[src/rtl/cmul_pkg.sv]
package cmul_pkg;
    typedef enum logic {
        COMB_ADD = 1'b0,
        COMB_SUB = 1'b1
    } comb_op_e;
endpackage

[src/rtl/cmul_prod.sv]
// One real Q1.15 x Q1.15 product, widened to Q1.31, with the -1 x -1 trap.
module cmul_prod #(
    parameter int DW = 16
) (
    input  logic signed [DW-1:0]   op_a,
    input  logic signed [DW-1:0]   op_b,
    output logic signed [2*DW-1:0] prod
);
    localparam int PW = 2 * DW;
    localparam logic [DW-1:0] MINUS_ONE = {1'b1, {(DW-1){1'b0}}};
    localparam logic [PW-1:0] MAX_POS   = {1'b0, {(PW-1){1'b1}}};

    logic signed [PW-1:0] raw;
    logic                 trap;

    always_comb begin
        raw  = op_a * op_b;
        trap = (op_a == MINUS_ONE) && (op_b == MINUS_ONE);
        prod = trap ? MAX_POS : {raw[PW-2:0], 1'b0};
    end
endmodule

[src/rtl/cmul_addsub_sat.sv]
// Saturating signed adder/subtractor.
module cmul_addsub_sat
    import cmul_pkg::*;
#(
    parameter int W = 32
) (
    input  logic signed [W-1:0] lhs,
    input  logic signed [W-1:0] rhs,
    input  comb_op_e            op,
    output logic signed [W-1:0] result,
    output logic                clamped
);
    localparam logic [W-1:0] TOP = {1'b0, {(W-1){1'b1}}};
    localparam logic [W-1:0] BOT = {1'b1, {(W-1){1'b0}}};

    logic signed [W:0] wide;

    always_comb begin
        if (op == COMB_SUB) wide = {lhs[W-1], lhs} - {rhs[W-1], rhs};
        else                wide = {lhs[W-1], lhs} + {rhs[W-1], rhs};
        clamped = wide[W] != wide[W-1];
        if (!clamped)     result = wide[W-1:0];
        else if (wide[W]) result = BOT;
        else              result = TOP;
    end
endmodule

[src/rtl/cplx_mul_q15.sv]
module cplx_mul_q15
    import cmul_pkg::*;
#(
    parameter int DW = 16
) (
    input  logic                   clk,
    input  logic                   rst,
    input  logic                   in_vld,
    input  logic                   conj_sel,
    input  logic [DW-1:0]          x_re,
    input  logic [DW-1:0]          x_im,
    input  logic [DW-1:0]          y_re,
    input  logic [DW-1:0]          y_im,
    output logic                   res_vld,
    output logic [2*DW-1:0]        res_re,
    output logic [2*DW-1:0]        res_im,
    output logic                   res_ovf
);
    localparam int PW     = 2 * DW;
    localparam int N_MUL  = 4;
    localparam int N_COMB = 2;

    typedef struct packed {
        logic          vld;
        logic          conj;
        logic [DW-1:0] xr;
        logic [DW-1:0] xi;
        logic [DW-1:0] yr;
        logic [DW-1:0] yi;
    } opnd_t;

    typedef struct packed {
        logic          vld;
        logic          ovf;
        logic [PW-1:0] re;
        logic [PW-1:0] im;
    } rslt_t;

    typedef struct packed {
        opnd_t s1;
        rslt_t s2;
    } pipe_t;

    pipe_t pipe_d, pipe_q;

    // Product slots: 0 = xr*yr, 1 = xi*yi, 2 = xr*yi, 3 = xi*yr
    logic signed [DW-1:0] mul_a [N_MUL];
    logic signed [DW-1:0] mul_b [N_MUL];
    logic signed [PW-1:0] mul_p [N_MUL];

    // Combiner slots: 0 = real, 1 = imaginary
    logic signed [PW-1:0] cmb_l   [N_COMB];
    logic signed [PW-1:0] cmb_r   [N_COMB];
    comb_op_e             cmb_op  [N_COMB];
    logic signed [PW-1:0] cmb_out [N_COMB];
    logic                 cmb_sat [N_COMB];

    always_comb begin
        mul_a[0] = pipe_q.s1.xr;  mul_b[0] = pipe_q.s1.yr;
        mul_a[1] = pipe_q.s1.xi;  mul_b[1] = pipe_q.s1.yi;
        mul_a[2] = pipe_q.s1.xr;  mul_b[2] = pipe_q.s1.yi;
        mul_a[3] = pipe_q.s1.xi;  mul_b[3] = pipe_q.s1.yr;
    end

    for (genvar m = 0; m < N_MUL; m++) begin : g_mul
        cmul_prod #(.DW(DW)) u_prod (
            .op_a (mul_a[m]),
            .op_b (mul_b[m]),
            .prod (mul_p[m])
        );
    end

    // Conjugation flips the sign of YI. Operand order is chosen so that
    // this never needs a negated input: only the operation changes.
    always_comb begin
        cmb_l[0]  = mul_p[0];
        cmb_r[0]  = mul_p[1];
        cmb_op[0] = pipe_q.s1.conj ? COMB_ADD : COMB_SUB;
        cmb_l[1]  = mul_p[3];
        cmb_r[1]  = mul_p[2];
        cmb_op[1] = pipe_q.s1.conj ? COMB_SUB : COMB_ADD;
    end

    for (genvar c = 0; c < N_COMB; c++) begin : g_comb
        cmul_addsub_sat #(.W(PW)) u_comb (
            .lhs     (cmb_l[c]),
            .rhs     (cmb_r[c]),
            .op      (cmb_op[c]),
            .result  (cmb_out[c]),
            .clamped (cmb_sat[c])
        );
    end

    always_comb begin
        pipe_d         = pipe_q;
        pipe_d.s1.vld  = in_vld;
        pipe_d.s1.conj = conj_sel;
        pipe_d.s1.xr   = x_re;
        pipe_d.s1.xi   = x_im;
        pipe_d.s1.yr   = y_re;
        pipe_d.s1.yi   = y_im;
        pipe_d.s2.vld  = pipe_q.s1.vld;
        pipe_d.s2.ovf  = 1'b0;
        if (pipe_q.s1.vld) begin
            pipe_d.s2.re  = cmb_out[0];
            pipe_d.s2.im  = cmb_out[1];
            pipe_d.s2.ovf = cmb_sat[0] | cmb_sat[1];
        end
    end

    always_ff @(posedge clk) begin
        if (rst) pipe_q <= '0;
        else     pipe_q <= pipe_d;
    end

    assign res_vld = pipe_q.s2.vld;
    assign res_re  = pipe_q.s2.re;
    assign res_im  = pipe_q.s2.im;
    assign res_ovf = pipe_q.s2.ovf;
endmodule

[config.mk]
export PLATFORM = sky130hd
export DESIGN_NAME = cplx_mul_q15
export DESIGN_NICKNAME = d
export VERILOG_FILES = /design/src/rtl/cmul_pkg.sv /design/src/rtl/cmul_prod.sv /design/src/rtl/cmul_addsub_sat.sv /design/src/rtl/cplx_mul_q15.sv
export SDC_FILE = /design/constraint.sdc
export NUM_CORES = 2
export LEC_CHECK = 0
export CAP_MARGIN = 30
export CORE_ASPECT_RATIO = 1.4
export CORE_UTILIZATION = 25
export CTS_BUF_LIST = sky130_fd_sc_hd__clkbuf_16
export DETAILED_ROUTE_END_ITERATION = 12
export PLACE_DENSITY = 0.43
export SLEW_MARGIN = 20
export SYNTH_ARGS = -nofsm -noshare
export SYNTH_HDL_FRONTEND = slang
export SYNTH_HIERARCHICAL = 1
export SYNTH_SLANG_ARGS = --single-unit
[constraint.sdc]
create_clock -name clk -period 20.9 [get_ports clk]
set_input_delay 4.18 -clock clk [delete_from_list [all_inputs] [get_ports clk]]
set_output_delay 4.18 -clock clk [all_outputs]
set_load 0.05 [all_outputs]
==> flow_metrics.tcl <==
set metrics [dict create \
    cp.buffers_inverters 6 \
    largest_family_of_logic_cells_by_synthesized_area "adder cells" \
    worst_hold_path.endpoint "res_re[5]$_SDFFE_PP0P_" \
    cts_tree "built" \
    max-cap-violations 0 \
    synth_largest_area_cell "sky130_fd_sc_hd__fa_1" \
    chipWidth_um 380 \
    boundaryPins 134 \
    first_global_vias 41600 \
    shortest_clock_period_the_worst_path_allows_after_layout_ns 10.64 \
    report.final.hold_viol_count 0 \
    finalWirelength_um 156000 \
    syn-mean-instance-area_um2 8.73 \
    routed_via_density 4.53 \
    crit_path_start_kind "register" \
    num_rows 193 \
    post_cts_buffers 0 \
    actual_slew_at_the_worst_max_slew_pin_ns 0.848 \
    post_synth_mux_area_share 0.0167 \
    worstPathMaxFanout 35 \
    final.fill_count 21500 \
    clk_pin_slew_worst_paths_ns 0.09 \
    cts-root-to-sink-buffers 3 \
    cts_root_buf "sky130_fd_sc_hd__clkbuf_16" \
    dominantRegCellSynth "sky130_fd_sc_hd__dfxtp_1" \
    hold_depth 2 \
    yosys.area_share.simple 0.185 \
    reg2reg_setup_slack_ns 10.26 \
    netlist_area_mm2 0.0500 \
    synth_seq_cells 132 \
    post_synth_most_frequent_cells "sky130_fd_sc_hd__inv_1 (1,179), sky130_fd_sc_hd__fa_1 (1,026), sky130_fd_sc_hd__nand2_1 (654)" \
    number_of_buffers_created_by_cts 25 \
    critical-path-slowest-cell "sky130_fd_sc_hd__nor4_1" \
    via_count 37800 \
    clock_sink_count 132 \
    synth_area_leaders "sky130_fd_sc_hd__fa_1 (41%), sky130_fd_sc_hd__ha_1 (9.7%), sky130_fd_sc_hd__inv_1 (8.9%), sky130_fd_sc_hd__and2_1 (6.0%), sky130_fd_sc_hd__dfxtp_1 (5.3%)" \
    finalClockSkew_ns 0.0396 \
    core_area_mm2 0.198 \
    outcome "complete, no violations" \
    period_share 0.509 \
    drive_gt1_frac 0.0419 \
    die-height_um 531 \
    cts_max_level 4 \
    detailed_place_hpwl_um 121000 \
    post_cts.resized_instances 0 \
    fmax_mhz 94.0 \
    post_synthesis_adder_cell_area_fraction 0.510 \
    max-slew-margin-rel 0.434 \
    rsz0062_at_grt "no" \
    worstReg2RegStart "mul_a[7]$_SDFF_PP0_" \
    timing.critical_path.slowest_cell_delay_ns 0.70 \
    crit_path_max_delay_family "adder cells" \
    grt_start_max_net_pins 49 \
    effective_utilization_at_floorplan 0.252 \
    synthCells 5725 \
    fin_worst_hold_slack_ns 0.497 \
    clk_latency_ns 0.58 \
    grt_pass1_wl_um 247000 \
    synthesis.nets 7205 \
    post-route-drc-count 0 \
    worstHoldPathType "reg -> reg" \
    initial_antenna_violation_count 1 \
    synth_seq_area_share 0.0529 \
    route.antenna.remaining_nets 0 \
    syn2layout_area_growth_pct 9.35 \
    drtIter0Drc 1509 \
    synth_xor_area_frac 0.0433 \
    worst_hold_startpoint "res_re[5]$_SDFFE_PP0P_" \
    fp.dieArea_mm2 0.202 \
    yosysMostFrequentCell "sky130_fd_sc_hd__inv_1" \
    gp_congestion 0.829 \
    critical_path.reg2reg.endpoint "res_ovf$_SDFF_PP0_" \
    cts.hold.buffers_added 0 \
    synth_compound_gate_area_share 0.0804 \
    synth.distinct_cells 95 \
    fin_tns_setup_ns 0 \
    timing.setup.critical_path_class "reg -> reg" \
    timing.critical_path.mode_cell "sky130_fd_sc_hd__fa_1" \
    reg2regPathDepth 38 \
    final.setup.worst_slack_ns 10.26 \
    worstPathArrival_ns 11.16 \
    synthDominantCellAreaShare 0.411 \
    port_buffers 133 \
    routed_wire_length_per_instance_um 18.7 \
    synth_warnings 6 \
    grt.total_usage 0.158 \
    crit_required_ns 21.42 \
    final_slew_violations 0 \
    asyncSetResetFlopFracSynth 0 \
    worstSetupEndpointType "register" \
    dp_worst_setup_slack_ns 10.15 \
    final_report_setup_violation_count 0 \
    globalRouteOverflowTotal 0 \
    num-nets-final 7176 \
    synth_enable_flop_cells 0 \
    firstDrtPassIters 5 \
]
[placed cells by master, fill, tap and decap left out, drive strengths merged, types with 9 or more instances in the layout]
master,Yosys,routed
a211oi,27,27
and3,21,21
a21oi,210,210
a31o,11,11
nand2,656,656
o31ai,11,11
nand4,28,28
nor4,63,63
xor2,69,69
and2,480,480
mux2,12,12
maj3,10,10
nor3,57,57
o21bai,24,24
o21a,29,29
a41oi,9,9
o21ai,127,127
nand2b,67,67
buf,44,73
clkdlybuf4s50,0,132
a31oi,22,22
and4,10,10
clkbuf,217,25
fa,1026,1026
or2,20,20
or4,13,13
mux2i,69,69
ha,386,386
xnor2,172,172
inv,1180,1181
nor2,256,256
dfxtp,132,132
a21o,56,56
nand3,45,45
nor2b,77,77
nor3b,9,9
or3,10,10
[worst register-to-register path, delay by kind of cell (launching register included)]
kind / cells / cell delay [ns]
simple gates: 11 / 3.61
xor+xnor: 3 / 0.41
compound gates: 10 / 1.82
flops: 1 / 0.31
fa+ha+maj: 8 / 3.74
buf+inv: 6 / 0.74
[sequential cells by signal, summed over array words and instances, names as in the netlist]
| name | flops |
|---|---|
| pipe_q | 1 |
| pipe_d | 1 |
| res_im | 32 |
| mul_b | 32 |
| res_ovf | 1 |
| res_re | 32 |
| res_vld | 1 |
| mul_a | 32 |
[through the flow]
step / std cells / cell area [um^2] / util
3_5_place_dp: 8300 / 54000 / 0.272
6_report: 8337 / 54700 / 0.276
5_1_grt: 8335 / 54700 / 0.276
3_3_place_gp: 8299 / 53900 / 0.272
4_1_cts: 8333 / 54600 / 0.276
2_1_floorplan: 5725 / 50000 / -
[cells by family after synthesis]
group / after synthesis
AOI/OAI and AO/OA: 581
xor gates and xnor gates: 241
adders and majority gates: 1422
buffers and inverters: 1441
DFF: 132
muxes: 81
and+or+nand+nor: 1827
[metal layers]
layer	vias to the layer above	GRT usage	part of all wire
met5	-	0	0
met1	19700	0.192	0.42
li1	17400	-	-
met4	0	0.0384	0.022
met2	599	0.300	0.53
met3	124	0.0124	0.026
[cell type report]
type,count,area [um^2],area share
diodes,3,7.51,0.000137
clock inverters,8,57.6,0.00105
clock buffers,25,626,0.0114
inverters,1180,4430,0.0811
flip-flops and latches,132,2650,0.0484
repair buffers,205,1880,0.0344
multi-input cells,4152,41700,0.763
well taps,2632,3290,0.0603
[worst max path at each step]
stage,startpoint,to,depth (start not counted)
6_report,mul_a[7]$_SDFF_PP0_,res_ovf$_SDFF_PP0_,38
5_1_grt,mul_a[12]$_SDFF_PP0_,res_ovf$_SDFF_PP0_,36
4_1_cts,mul_a[7]$_SDFF_PP0_,res_ovf$_SDFF_PP0_,38
3_5_place_dp,mul_a[7]$_SDFF_PP0_,res_ovf$_SDFF_PP0_,38
3_3_place_gp,mul_a[4]$_SDFF_PP0_,res_ovf$_SDFF_PP0_,36
2_1_floorplan,mul_a[23]$_SDFF_PP0_,res_im[18]$_SDFFE_PP0P_,42
Power is not shown: default switching activity piles up to over one toggle a cycle in this logic, so the estimate is an artifact.
